### config.mk
export PLATFORM = sky130hd
export DESIGN_NAME = flash_erase_guard
export DESIGN_NICKNAME = d
export VERILOG_FILES = /design/src/rtl/fegd_pkg.sv /design/src/rtl/fegd_rst_sync.sv /design/src/rtl/fegd_err_flag.sv /design/src/rtl/fegd_erase_sel.sv /design/src/rtl/flash_erase_guard.sv
export SDC_FILE = /design/constraint.sdc
export NUM_CORES = 1
export LEC_CHECK = 0
export BUFFER_PORTS_ARGS = -buffer_cell sky130_fd_sc_hd__buf_4
export CORE_MARGIN = 2
export CORE_UTILIZATION = 46
export DETAILED_ROUTE_END_ITERATION = 8
export PLACE_DENSITY = 0.85
export SETUP_SLACK_MARGIN = 0.02
export SLEW_MARGIN = 5
export SYNTH_ARGS = -nofsm -noshare
export SYNTH_HDL_FRONTEND = slang
export SYNTH_SLANG_ARGS = --single-unit
### constraint.sdc
create_clock -name clk -period 1.15 [get_ports clk]
set_clock_uncertainty 0.15 [all_clocks]
set_input_delay 0.0575 -clock clk [delete_from_list [all_inputs] [get_ports clk]]
set_output_delay 0.0575 -clock clk [all_outputs]
set_load 0.01 [all_outputs]
### src/rtl/fegd_pkg.sv
package fegd_pkg;

  localparam int CAUSE_W = 3;

  typedef enum logic [CAUSE_W-1:0] {
    EXC_RESET   = 3'd0,
    EXC_ILLEGAL = 3'd1,
    EXC_TRAP    = 3'd2,
    EXC_DIVZ    = 3'd3,
    EXC_IRQ     = 3'd4,
    EXC_NMI     = 3'd5,
    EXC_ADDR    = 3'd6,
    EXC_OTHER   = 3'd7
  } exc_cause_e;

  // Exceptions that mark a program/erase violation
  function automatic logic cause_flags(input exc_cause_e c);
    case (c)
      EXC_RESET, EXC_ILLEGAL, EXC_TRAP, EXC_DIVZ: cause_flags = 1'b0;
      default:                                    cause_flags = 1'b1;
    endcase
  endfunction

endpackage

### src/rtl/fegd_rst_sync.sv
module fegd_rst_sync #(
  parameter int STAGES = 2
) (
  input  logic clk,
  input  logic rst_n,
  output logic rst_core_n
);

  logic [STAGES-1:0] chain_q;
  logic [STAGES-1:0] chain_d;

  always_comb begin
    chain_d = {chain_q[STAGES-2:0], 1'b1};
  end

  always_ff @(posedge clk or negedge rst_n) begin
    if (!rst_n) chain_q <= '0;
    else        chain_q <= chain_d;
  end

  assign rst_core_n = chain_q[STAGES-1];

endmodule

### src/rtl/fegd_err_flag.sv
module fegd_err_flag
  import fegd_pkg::*;
(
  input  logic               clk,
  input  logic               rst_n,
  input  logic               clr_wdt,
  input  logic               clr_hstby,
  input  logic               pe_mode,
  input  logic               fl_rd,
  input  logic               rd_ram_ovl,
  input  logic               exc_start,
  input  logic [CAUSE_W-1:0] exc_cause,
  input  logic               sleep_exec,
  output logic               err_q
);

  logic hit_rd, hit_exc, hit_slp;
  logic set_hit, clr_hit;
  logic err_en, err_d;

  always_comb begin
    hit_rd  = pe_mode & fl_rd & ~rd_ram_ovl;
    hit_exc = pe_mode & exc_start & cause_flags(exc_cause_e'(exc_cause));
    hit_slp = pe_mode & sleep_exec;
    set_hit = hit_rd | hit_exc | hit_slp;
    clr_hit = clr_wdt | clr_hstby;
    err_en  = clr_hit | set_hit;
    err_d   = ~clr_hit;
  end

  always_ff @(posedge clk or negedge rst_n) begin
    if (!rst_n)      err_q <= 1'b0;
    else if (err_en) err_q <= err_d;
  end

  AST_ERR_CLEAR: assert property (@(posedge clk) disable iff (!rst_n)
    clr_hit |=> !err_q);
  AST_ERR_STICKY: assert property (@(posedge clk) disable iff (!rst_n)
    (err_q && !clr_hit) |=> err_q);
  AST_ERR_RD_SET: assert property (@(posedge clk) disable iff (!rst_n)
    (pe_mode && fl_rd && !rd_ram_ovl && !clr_hit) |=> err_q);
  AST_ERR_IDLE: assert property (@(posedge clk) disable iff (!rst_n)
    (!pe_mode && !err_q) |=> !err_q);
  AST_ERR_SLEEP: assert property (@(posedge clk) disable iff (!rst_n)
    (pe_mode && sleep_exec && !clr_hit) |=> err_q);

endmodule

### src/rtl/fegd_erase_sel.sv
module fegd_erase_sel #(
  parameter int NUM_BANK = 2,
  parameter int BANK_W   = 8,
  parameter int ADDR_W   = 2,
  parameter int SEL_BASE = 1,
  localparam int NUM_BLK = NUM_BANK * BANK_W
) (
  input  logic              clk,
  input  logic              rst_n,
  input  logic              clr_any,
  input  logic              flash_on,
  input  logic              wr_en,
  input  logic [ADDR_W-1:0] wr_addr,
  input  logic [BANK_W-1:0] wr_data,
  output logic [NUM_BLK-1:0] sel_q
);

  localparam logic [ADDR_W-1:0] BASE_A  = ADDR_W'(SEL_BASE);
  localparam logic [ADDR_W-1:0] BANKS_A = ADDR_W'(NUM_BANK);

  logic [ADDR_W-1:0]  bank_off;
  logic               wr_hit;
  logic [NUM_BANK-1:0] bank_wr;
  logic [NUM_BLK-1:0] cand;
  logic               multi;
  logic               sel_en;
  logic [NUM_BLK-1:0] sel_d;

  always_comb begin
    bank_off = wr_addr - BASE_A;
    wr_hit   = wr_en & flash_on & (bank_off < BANKS_A);
  end

  for (genvar b = 0; b < NUM_BANK; b++) begin : g_bank
    assign bank_wr[b] = wr_hit & (bank_off == ADDR_W'(b));
    assign cand[b*BANK_W +: BANK_W] = bank_wr[b] ? wr_data
                                                 : sel_q[b*BANK_W +: BANK_W];
  end

  always_comb begin
    multi  = ($countones(cand) > 1);
    sel_en = clr_any | wr_hit;
    sel_d  = (clr_any | multi) ? '0 : cand;
  end

  always_ff @(posedge clk or negedge rst_n) begin
    if (!rst_n)      sel_q <= '0;
    else if (sel_en) sel_q <= sel_d;
  end

  AST_SEL_ONEHOT: assert property (@(posedge clk) disable iff (!rst_n)
    $onehot0(sel_q));
  AST_SEL_CLEAR: assert property (@(posedge clk) disable iff (!rst_n)
    clr_any |=> (sel_q == '0));
  AST_SEL_LOCKED: assert property (@(posedge clk) disable iff (!rst_n)
    (!flash_on && !clr_any) |=> $stable(sel_q));
  AST_SEL_IDLE: assert property (@(posedge clk) disable iff (!rst_n)
    (!wr_en && !clr_any) |=> $stable(sel_q));

endmodule

### src/rtl/flash_erase_guard.sv
module flash_erase_guard
  import fegd_pkg::*;
#(
  parameter int NUM_BANK  = 2,
  parameter int BANK_W    = 8,
  parameter int ADDR_W    = 2,
  parameter int STAT_ADDR = 0,
  parameter int SEL_BASE  = 1,
  parameter int FLAG_BIT  = 7,
  localparam int NUM_BLK  = NUM_BANK * BANK_W
) (
  input  logic               clk,
  input  logic               rst_n,
  input  logic               wdt_rst,
  input  logic               hw_stby,
  input  logic               sw_stby,
  input  logic               wen_pin,
  input  logic               sw_pe_en,
  input  logic               flash_on,
  input  logic               pe_mode,
  input  logic               fl_rd,
  input  logic               rd_ram_ovl,
  input  logic               exc_start,
  input  logic [CAUSE_W-1:0] exc_cause,
  input  logic               sleep_exec,
  input  logic               reg_sel,
  input  logic               reg_wr,
  input  logic [ADDR_W-1:0]  reg_addr,
  input  logic [BANK_W-1:0]  reg_wdata,
  output logic [BANK_W-1:0]  reg_rdata,
  output logic               err_flag,
  output logic               prot_active,
  output logic [NUM_BLK-1:0] blk_sel
);

  localparam logic [ADDR_W-1:0] STAT_A  = ADDR_W'(STAT_ADDR);
  localparam logic [ADDR_W-1:0] BASE_A  = ADDR_W'(SEL_BASE);
  localparam logic [ADDR_W-1:0] BANKS_A = ADDR_W'(NUM_BANK);

  logic              rst_core_n;
  logic              err_q;
  logic              sel_clr;
  logic              bus_wr;
  logic [NUM_BLK-1:0] sel_q;
  logic [ADDR_W-1:0] rd_off;

  fegd_rst_sync #(.STAGES(2)) u_rst (
    .clk        (clk),
    .rst_n      (rst_n),
    .rst_core_n (rst_core_n)
  );

  fegd_err_flag u_err (
    .clk        (clk),
    .rst_n      (rst_core_n),
    .clr_wdt    (wdt_rst),
    .clr_hstby  (hw_stby),
    .pe_mode    (pe_mode),
    .fl_rd      (fl_rd),
    .rd_ram_ovl (rd_ram_ovl),
    .exc_start  (exc_start),
    .exc_cause  (exc_cause),
    .sleep_exec (sleep_exec),
    .err_q      (err_q)
  );

  always_comb begin
    sel_clr = hw_stby | sw_stby | ~(wen_pin & sw_pe_en);
    bus_wr  = reg_sel & reg_wr;
  end

  fegd_erase_sel #(
    .NUM_BANK (NUM_BANK),
    .BANK_W   (BANK_W),
    .ADDR_W   (ADDR_W),
    .SEL_BASE (SEL_BASE)
  ) u_sel (
    .clk      (clk),
    .rst_n    (rst_core_n),
    .clr_any  (sel_clr),
    .flash_on (flash_on),
    .wr_en    (bus_wr),
    .wr_addr  (reg_addr),
    .wr_data  (reg_wdata),
    .sel_q    (sel_q)
  );

  always_comb begin
    rd_off    = reg_addr - BASE_A;
    reg_rdata = '0;
    if (reg_addr == STAT_A) begin
      reg_rdata[FLAG_BIT] = err_q;
    end else if (flash_on && (rd_off < BANKS_A)) begin
      for (int b = 0; b < NUM_BANK; b++) begin
        if (rd_off == ADDR_W'(b)) reg_rdata = sel_q[b*BANK_W +: BANK_W];
      end
    end
  end

  assign err_flag    = err_q;
  assign prot_active = err_q;
  assign blk_sel     = sel_q;

  AST_DIS_READ: assert property (@(posedge clk) disable iff (!rst_core_n)
    (!flash_on && (reg_addr != STAT_A)) |-> (reg_rdata == '0));
  AST_STAT_RSVD: assert property (@(posedge clk) disable iff (!rst_core_n)
    (reg_addr == STAT_A) |-> (reg_rdata[FLAG_BIT] == err_flag));
  AST_EXC_SET: assert property (@(posedge clk) disable iff (!rst_core_n)
    (pe_mode && exc_start && (exc_cause >= 3'd4) && !wdt_rst && !hw_stby)
      |=> prot_active);

endmodule

==> flow_metrics.env, run 1 <==
export IMPL_regArea_um2=475
export IMPL_seqPwrFrac=0.475
export IMPL_clock_sinks=19
export IMPL_diodes=0
export IMPL_grt_pass1_wl_um=10200
export IMPL_critPathLaunchType="primary input"
export IMPL_avgSynthCellArea_um2=10.8
export IMPL_antenna_found_initial=0
export IMPL_regToRegSetupSlack_ns=-3.74
export IMPL_critPathKind="in2reg"
export IMPL_routed_via_density=5.84
export IMPL_start_util=0.484
export IMPL_routed_wl_um=6990
export IMPL_ys_seq_elements=19
export IMPL_coreArea_um2=3360
export IMPL_die_y_um=63.5
export IMPL_p_int_w=0.000996
export IMPL_status="complete, but fails checks"
export IMPL_power_frac_comb=0.257
export IMPL_synthesis_area_um2=1630
export IMPL_synth_fp_nets=206
export IMPL_nets=316
export IMPL_synth_top_family_by_area="adder cells"
export IMPL_worst_slack_ns=-3.86
export IMPL_htree_levels=1
export IMPL_design_area_um2=2960
export IMPL_peakVddDrop_uv=384
export IMPL_vias=1788
export IMPL_ys_top_cells_by_count="24 x inv_1, 19 x dfrtp_1, 16 x a22o_1, 16 x ha_1, 16 x mux2_2"
export IMPL_cts_path_max_buffers=2
export IMPL_io_pins=54
export IMPL_cts_buffers=3
export IMPL_maxCapViolations=0
export IMPL_netlist_cell_type_count=28
export IMPL_wl_per_cell_um=22.8
export IMPL_rsz0062_at_grt="yes"
export IMPL_hp_class="reg2async"
export IMPL_setup_viol=40
export IMPL_worstPathRequired_ns=1.22
export IMPL_hpwl_um=3720
export IMPL_violations="negative setup slack"
export IMPL_hold_viol_final=0
export IMPL_p_leak_nw=1.49
export IMPL_yosysTopAreaCell="dfrtp_1"
export IMPL_p_clk_frac=0.268
export IMPL_synth_main_ff_cell="dfrtp_1"
export IMPL_finalPower_w=0.00143
export IMPL_synthMuxAreaShare=0.111
export IMPL_drc_errors=0
export IMPL_synth_top_area_share=0.292
export IMPL_rows=21
export IMPL_netSwitchingPower_w=0.000431
export IMPL_synthCells=151
export IMPL_synth_async_reset_ratio=1.00
export IMPL_period_share=4.35
export IMPL_clk_pin_slew_ns=0.12
export IMPL_final_min_clock_period_ns=5.01
export IMPL_ant_nets=0
export IMPL_crit_path_max_fanout=8
export IMPL_dieArea_um2=4030
export IMPL_die_x_um=63.5
export IMPL_dr_pass1_iters=4
export IMPL_drive_gt1_frac=0.615
export IMPL_ys_seq_area_frac=0.292
export IMPL_drv_slew=0
export IMPL_power_density_nw_per_um2=482
export IMPL_grt_pass1_vias=1895
export IMPL_area_growth_synth_to_final_pct=81.6
export IMPL_synthAdderAreaFrac=0.258
export IMPL_synth_simple_area_share=0.0960
export IMPL_p_sw_frac=0.302
export IMPL_critPathCaptureType="register"
export IMPL_grtUsageTotal=0.337
export IMPL_synth_edff_count=0
export IMPL_synth_xor_area_share=0
export IMPL_synth_compound_area_frac=0.173
export IMPL_nFillCells=147
export IMPL_grt_start_max_net_pins=18
export IMPL_yosysMostFrequentCell="inv_1"
export IMPL_drt_initial_drc_count=134
export IMPL_worst_ep_arrival_time_ns=5.07
export IMPL_ctsRootBufferMaster="clkbuf_4"
export IMPL_multi_input_area_um2=1270
export IMPL_cts_tree="yes"
export IMPL_place_area_um2=2460
export IMPL_clkLatencyLatePin_ns=0.32
export IMPL_globalplace_congestion=0.856
export IMPL_yosysWarnings=0
export IMPL_netlist_top_cells_area="dfrtp_1 29%, fa_1 14%, ha_1 12%, mux2_2 11%, a22o_1 8.6%"
export IMPL_grt_ovfl_total=0
export IMPL_max_freq_mhz=200
export IMPL_port_buffers=51
final timing paths:
| path | end | depth (start not counted) | start |
|---|---|---|---|
| max in group asynchronous | u_rst.chain_q[1] | 3 | rst_n |
| hold / removal | u_sel.sel_q[0] | 1 | u_rst.chain_q[1] |
| hold reg to reg | u_sel.sel_q[0] | 1 | u_rst.chain_q[1] |
| setup reg to reg | u_sel.sel_q[13] | 17 | u_sel.sel_q[11] |
| setup / recovery | u_sel.sel_q[13] | 22 | reg_addr[1] |
| min in group clk | u_err.err_q | 4 | exc_start |
layout make-up:
cell class              instances  area share
multi-input cells             105       0.430
repair buffers                108       0.344
flip-flops and latches         19       0.161
inverters                      24      0.0364
well taps                      46      0.0195
clock buffers                   3     0.00761
clock inverters                 1     0.00169
layout by cell type, fill, tap and decap left out, drive strengths merged:
cell type     netlist  layout
buf                 4      94
inv                24      24
dfrtp              19      19
a22o               16      16
mux2               16      16
ha                 16      16
nor2               14      14
dlygate4sd3         0      13
fa                 11      11
nand2               7       8
a21oi               5       5
a22oi               4       4
clkbuf              0       3
o21ai               3       3
nor3                2       2
and4                1       1
nand3b              1       1
nor2b               1       1
and3b               1       1
o211ai              1       1
and4bb              1       1
o2111ai             1       1
or2b                1       1
a221o               1       1
clkinv              0       1
dlymetal6s4s        0       1
conb                1       1
power groups by stage:
stage | sequential [W] | clock, W | combinational (W)
finish | 0.000677 | 0.000383 | 0.000367
global route | 0.000678 | 0.000398 | 0.000389
CTS | 0.000676 | 0.000351 | 0.000321
detailed placement | 0.000689 | 0 | 0.000264
global placement | 0.000689 | 0 | 0.000256
floorplan | 0.000698 | 0 | 0.0000986
flip-flops by register name, indices dropped and copies added (netlist names):
register	count
u_sel.sel_q	16
u_err.err_q	1
u_rst.chain_q	2
worst max-delay path: stages:
cell and delay (ns):
buf_8 0.09, inv_6 0.04, ha_4 0.25, and4_4 0.31, nand2_8 0.09, mux2_4 0.33, ha_4 0.27, inv_2 0.03
fa_2 0.56, inv_2 0.04, fa_2 0.33, fa_1 0.56, inv_2 0.04, fa_1 0.49, inv_2 0.04, ha_4 0.15
fa_2 0.37, and3b_2 0.23, o2111ai_4 0.35, buf_6 0.16, nor2_4 0.05, a22o_1 0.21
routing by layer:
layer	global-route usage	vias to the layer above	part of all wire	wire, µm
met3	0.0393	37	0.073	511
met5	0	-	0	0
met1	0.408	897	0.36	2540
met2	0.601	112	0.51	3550
met4	0.141	0	0.056	389
li1	-	742	-	-
repair_timing:
item                                    in CTS  in global routing
pin swaps                                    9                 16
resized for setup                           47                 29
setup buffers                                5                  7
endpoints found under the setup margin      40                 41
gates cloned                                 1                  0
hold endpoints to repair                    19                  0
hold buffers                                14                  0
logic make-up after synthesis:
kind of cell / after synthesis
buffers and inverters: 28
and+or+nand+nor: 29
adders and majority gates: 27
DFF: 19
other: 1
AOI/OAI and AO/OA: 31
muxes: 16
stage by stage:
stage          setup TNS, ns  setup slack, ns   util  hold WS (ns)  std cells
2_1_floorplan         -60.17            -3.76      -        -0.388        151
5_1_grt               -68.63            -4.01  0.880        0.0879        306
3_5_place_dp          -69.37            -4.15  0.732        -0.310        282
6_report              -65.84            -3.86  0.880        0.0594        306
3_3_place_gp          -67.78            -4.04  0.732        -0.310        282
4_1_cts               -62.00            -3.72  0.837        0.0122        301
Note: power is estimated with default switching activity, not from simulation.
==> inputs of run 2 (changes only) <==
==> constraint.sdc (replaced) <==
create_clock -name clk -period 4.1 [get_ports clk]
set_clock_uncertainty 0.15 [all_clocks]
set_input_delay 0.205 -clock clk [delete_from_list [all_inputs] [get_ports clk]]
set_output_delay 0.205 -clock clk [all_outputs]
set_load 0.01 [all_outputs]
==> run 2 against run 1 <==
The flow still finishes with violations (negative setup slack). Combinational power is 79% lower. Utilization down 12 points. First-iteration DRC count decreased by 29%. Global-route usage down 5.6 points. Sequential power down 71%. Worst setup slack gained 2.9 ns. Sequential share of layout area rose by 2.5 points. Final cell count down 7.2%. Non-clock buffer count is 22 lower. Worst hold slack better by 0.0072 ns. Power down 74%.
==> flow_metrics.env, run 2 (synthesis gave the netlist of run 1 again) <==
export IMPL_io_pins=54
export IMPL_critPathKind="in2reg"
export IMPL_r2r_cells=17
export IMPL_p_leak_nw=1.33
export IMPL_drv_slew=0
export IMPL_highest_layer="met4"
export IMPL_drt_initial_drc_count=95
export IMPL_power_frac_comb=0.214
export IMPL_reg_top3="u_sel.sel_q: 16 flops, u_rst.chain_q: 2 flops, u_err.err_q: 1 flops"
export IMPL_hold_viol_final=0
export IMPL_worst_pin_slew_ns=0.718
export IMPL_worst_ep_arrival_time_ns=5.13
export IMPL_cts_path_max_buffers=2
export IMPL_dp_slack_ns=-1.37
export IMPL_seqPwrFrac=0.523
export IMPL_p_clk_frac=0.263
export IMPL_power_density_nw_per_um2=144
export IMPL_p_int_w=0.000269
export IMPL_max_freq_mhz=197
export IMPL_cts_tree="yes"
export IMPL_dr_pass1_iters=4
export IMPL_clkLatencyLatePin_ns=0.30
export IMPL_r2r_end="u_sel.sel_q[4]"
export IMPL_period_share=1.24
export IMPL_globalplace_congestion=0.847
export IMPL_rsz0062_at_grt="yes"
export IMPL_reg2reg_from="u_sel.sel_q[11]"
export IMPL_antenna_found_initial=0
export IMPL_layout_common_cells="80 x buf_4, 19 x dfrtp_1, 16 x inv_1, 16 x a22o_1"
export IMPL_layout_commonest_cell="buf_4"
export IMPL_peakVddDrop_uv=91.9
export IMPL_critPathLaunchType="primary input"
export IMPL_drc_errors=0
export IMPL_netSwitchingPower_w=0.0000994
export IMPL_crit_path_max_fanout=8
export IMPL_grt_pass1_vias=1786
export IMPL_clk_pin_slew_ns=0.11
export IMPL_routed_via_density=5.57
export IMPL_grt_ovfl_total=0
export IMPL_wl_per_cell_um=18.5
export IMPL_vias=1582
export IMPL_regToRegSetupSlack_ns=-0.71
export IMPL_area_growth_synth_to_final_pct=56.9
export IMPL_coreArea_um2=3360
export IMPL_drive_gt1_frac=0.563
export IMPL_setup_viol=16
export IMPL_final_min_clock_period_ns=5.08
export IMPL_port_buffers=51
export IMPL_met3_length_um=378
export IMPL_start_util=0.484
export IMPL_hp_class="in2async"
export IMPL_status="complete, but fails checks"
export IMPL_finalPower_w=0.000369
export IMPL_ctsRootBufferMaster="clkbuf_4"
export IMPL_rows=21
export IMPL_grtUsageTotal=0.281
export IMPL_relSlewSlack=0.522
export IMPL_clock_sinks=19
export IMPL_whs_ns=0.0667
export IMPL_diodes=0
export IMPL_die_y_um=63.5
export IMPL_critPathCaptureType="register"
export IMPL_violations="negative setup slack"
export IMPL_ant_nets=0
export IMPL_nets=294
export IMPL_largest_reg_flops=16
export IMPL_htree_levels=1
export IMPL_hpwl_um=3760
export IMPL_grt_pass1_wl_um=8550
export IMPL_cts_buffers=3
export IMPL_p_sw_frac=0.270
export IMPL_routed_wl_um=5240
export IMPL_die_x_um=63.5
export IMPL_worst_slack_ns=-0.979
export IMPL_worstPathRequired_ns=4.15
export IMPL_grt_start_max_net_pins=18
export IMPL_dieArea_um2=4030
export IMPL_top_register="u_sel.sel_q"
export IMPL_wl_met2_um=2680
export IMPL_wl_met1_um=1990
export IMPL_maxCapViolations=0
[run 2: cell count changes in the layout (fill, tap and decap cells not counted), moves of 2 or more]
cell,change
buf_6,-40
a22oi_1,+2
a21oi_1,+3
a22oi_2,-2
nand2_1,+3
nor2_1,+2
a21oi_2,-3
buf_4,+28
dlygate4sd3_1,-10
nand2_2,-2
[run 2: area by class of cell]
class                   count  area (µm²)
multi-input cells         105        1200
fillers                   226         807
repair buffers             86         686
flip-flops and latches     19         475
inverters                  24         108
well taps                  46        57.6
clock buffers               4        26.3
[run 2: timing repair]
action	CTS	global route
buffers inserted	2	0
resized for setup	8	7
gates cloned	1	0
hold endpoints to repair	3	0
setup endpoints to repair	16	16
pin swaps	12	6
hold buffers	3	0
[run 2: power by group through the flow]
stage                     combinational [W]  sequential [W]  clock [W]
after global routing              0.0000836        0.000194   0.000104
after global placement            0.0000661        0.000196          0
final                             0.0000788        0.000193  0.0000970
after CTS                         0.0000752        0.000193  0.0000950
after floorplan                   0.0000275        0.000196          0
after detailed placement          0.0000683        0.000196          0
[run 2: stage by stage]
stage / utilization / setup TNS (ns) / area [µm²] / std cells
final: 0.760 / -15.46 / 2560 / 284
after detailed placement: 0.718 / -21.78 / 2420 / 276
after CTS: 0.751 / -15.06 / 2530 / 284
after global placement: 0.718 / -19.59 / 2420 / 276
after floorplan: - / -15.34 / 1760 / 151
after global routing: 0.760 / -17.61 / 2560 / 284
[run 2: worst max path at each step]
| stage | startpoint | endpoint | cells after the start |
|---|---|---|---|
| 3_5_place_dp | reg_addr[0] | u_sel.sel_q[4] | 22 |
| 3_3_place_gp | reg_addr[0] | u_sel.sel_q[8] | 22 |
| 4_1_cts | reg_addr[0] | u_sel.sel_q[7] | 22 |
| 6_report | reg_addr[0] | u_sel.sel_q[4] | 22 |
| 5_1_grt | reg_addr[0] | u_sel.sel_q[4] | 22 |
| 2_1_floorplan | reg_addr[0] | u_sel.sel_q[10] | 20 |
[run 2: worst max-delay path: stages]
cell and delay [ns]:
buf_12 0.09, inv_12 0.03, ha_4 0.25, and4_4 0.30, nand2_8 0.09, mux2_4 0.32, ha_4 0.26, inv_2 0.03
fa_1 0.53, inv_1 0.05, fa_2 0.52, inv_2 0.04, fa_2 0.34, fa_1 0.53, inv_2 0.05, ha_4 0.15
fa_2 0.36, and3b_2 0.25, o2111ai_4 0.21, buf_12 0.16, o21ai_4 0.10, a22o_1 0.24
[run 2: metal layers]
layer	vias to the layer above	track usage
li1	698	-
met1	780	0.320
met2	85	0.507
met3	19	0.0411
met4	0	0.141
met5	-	0
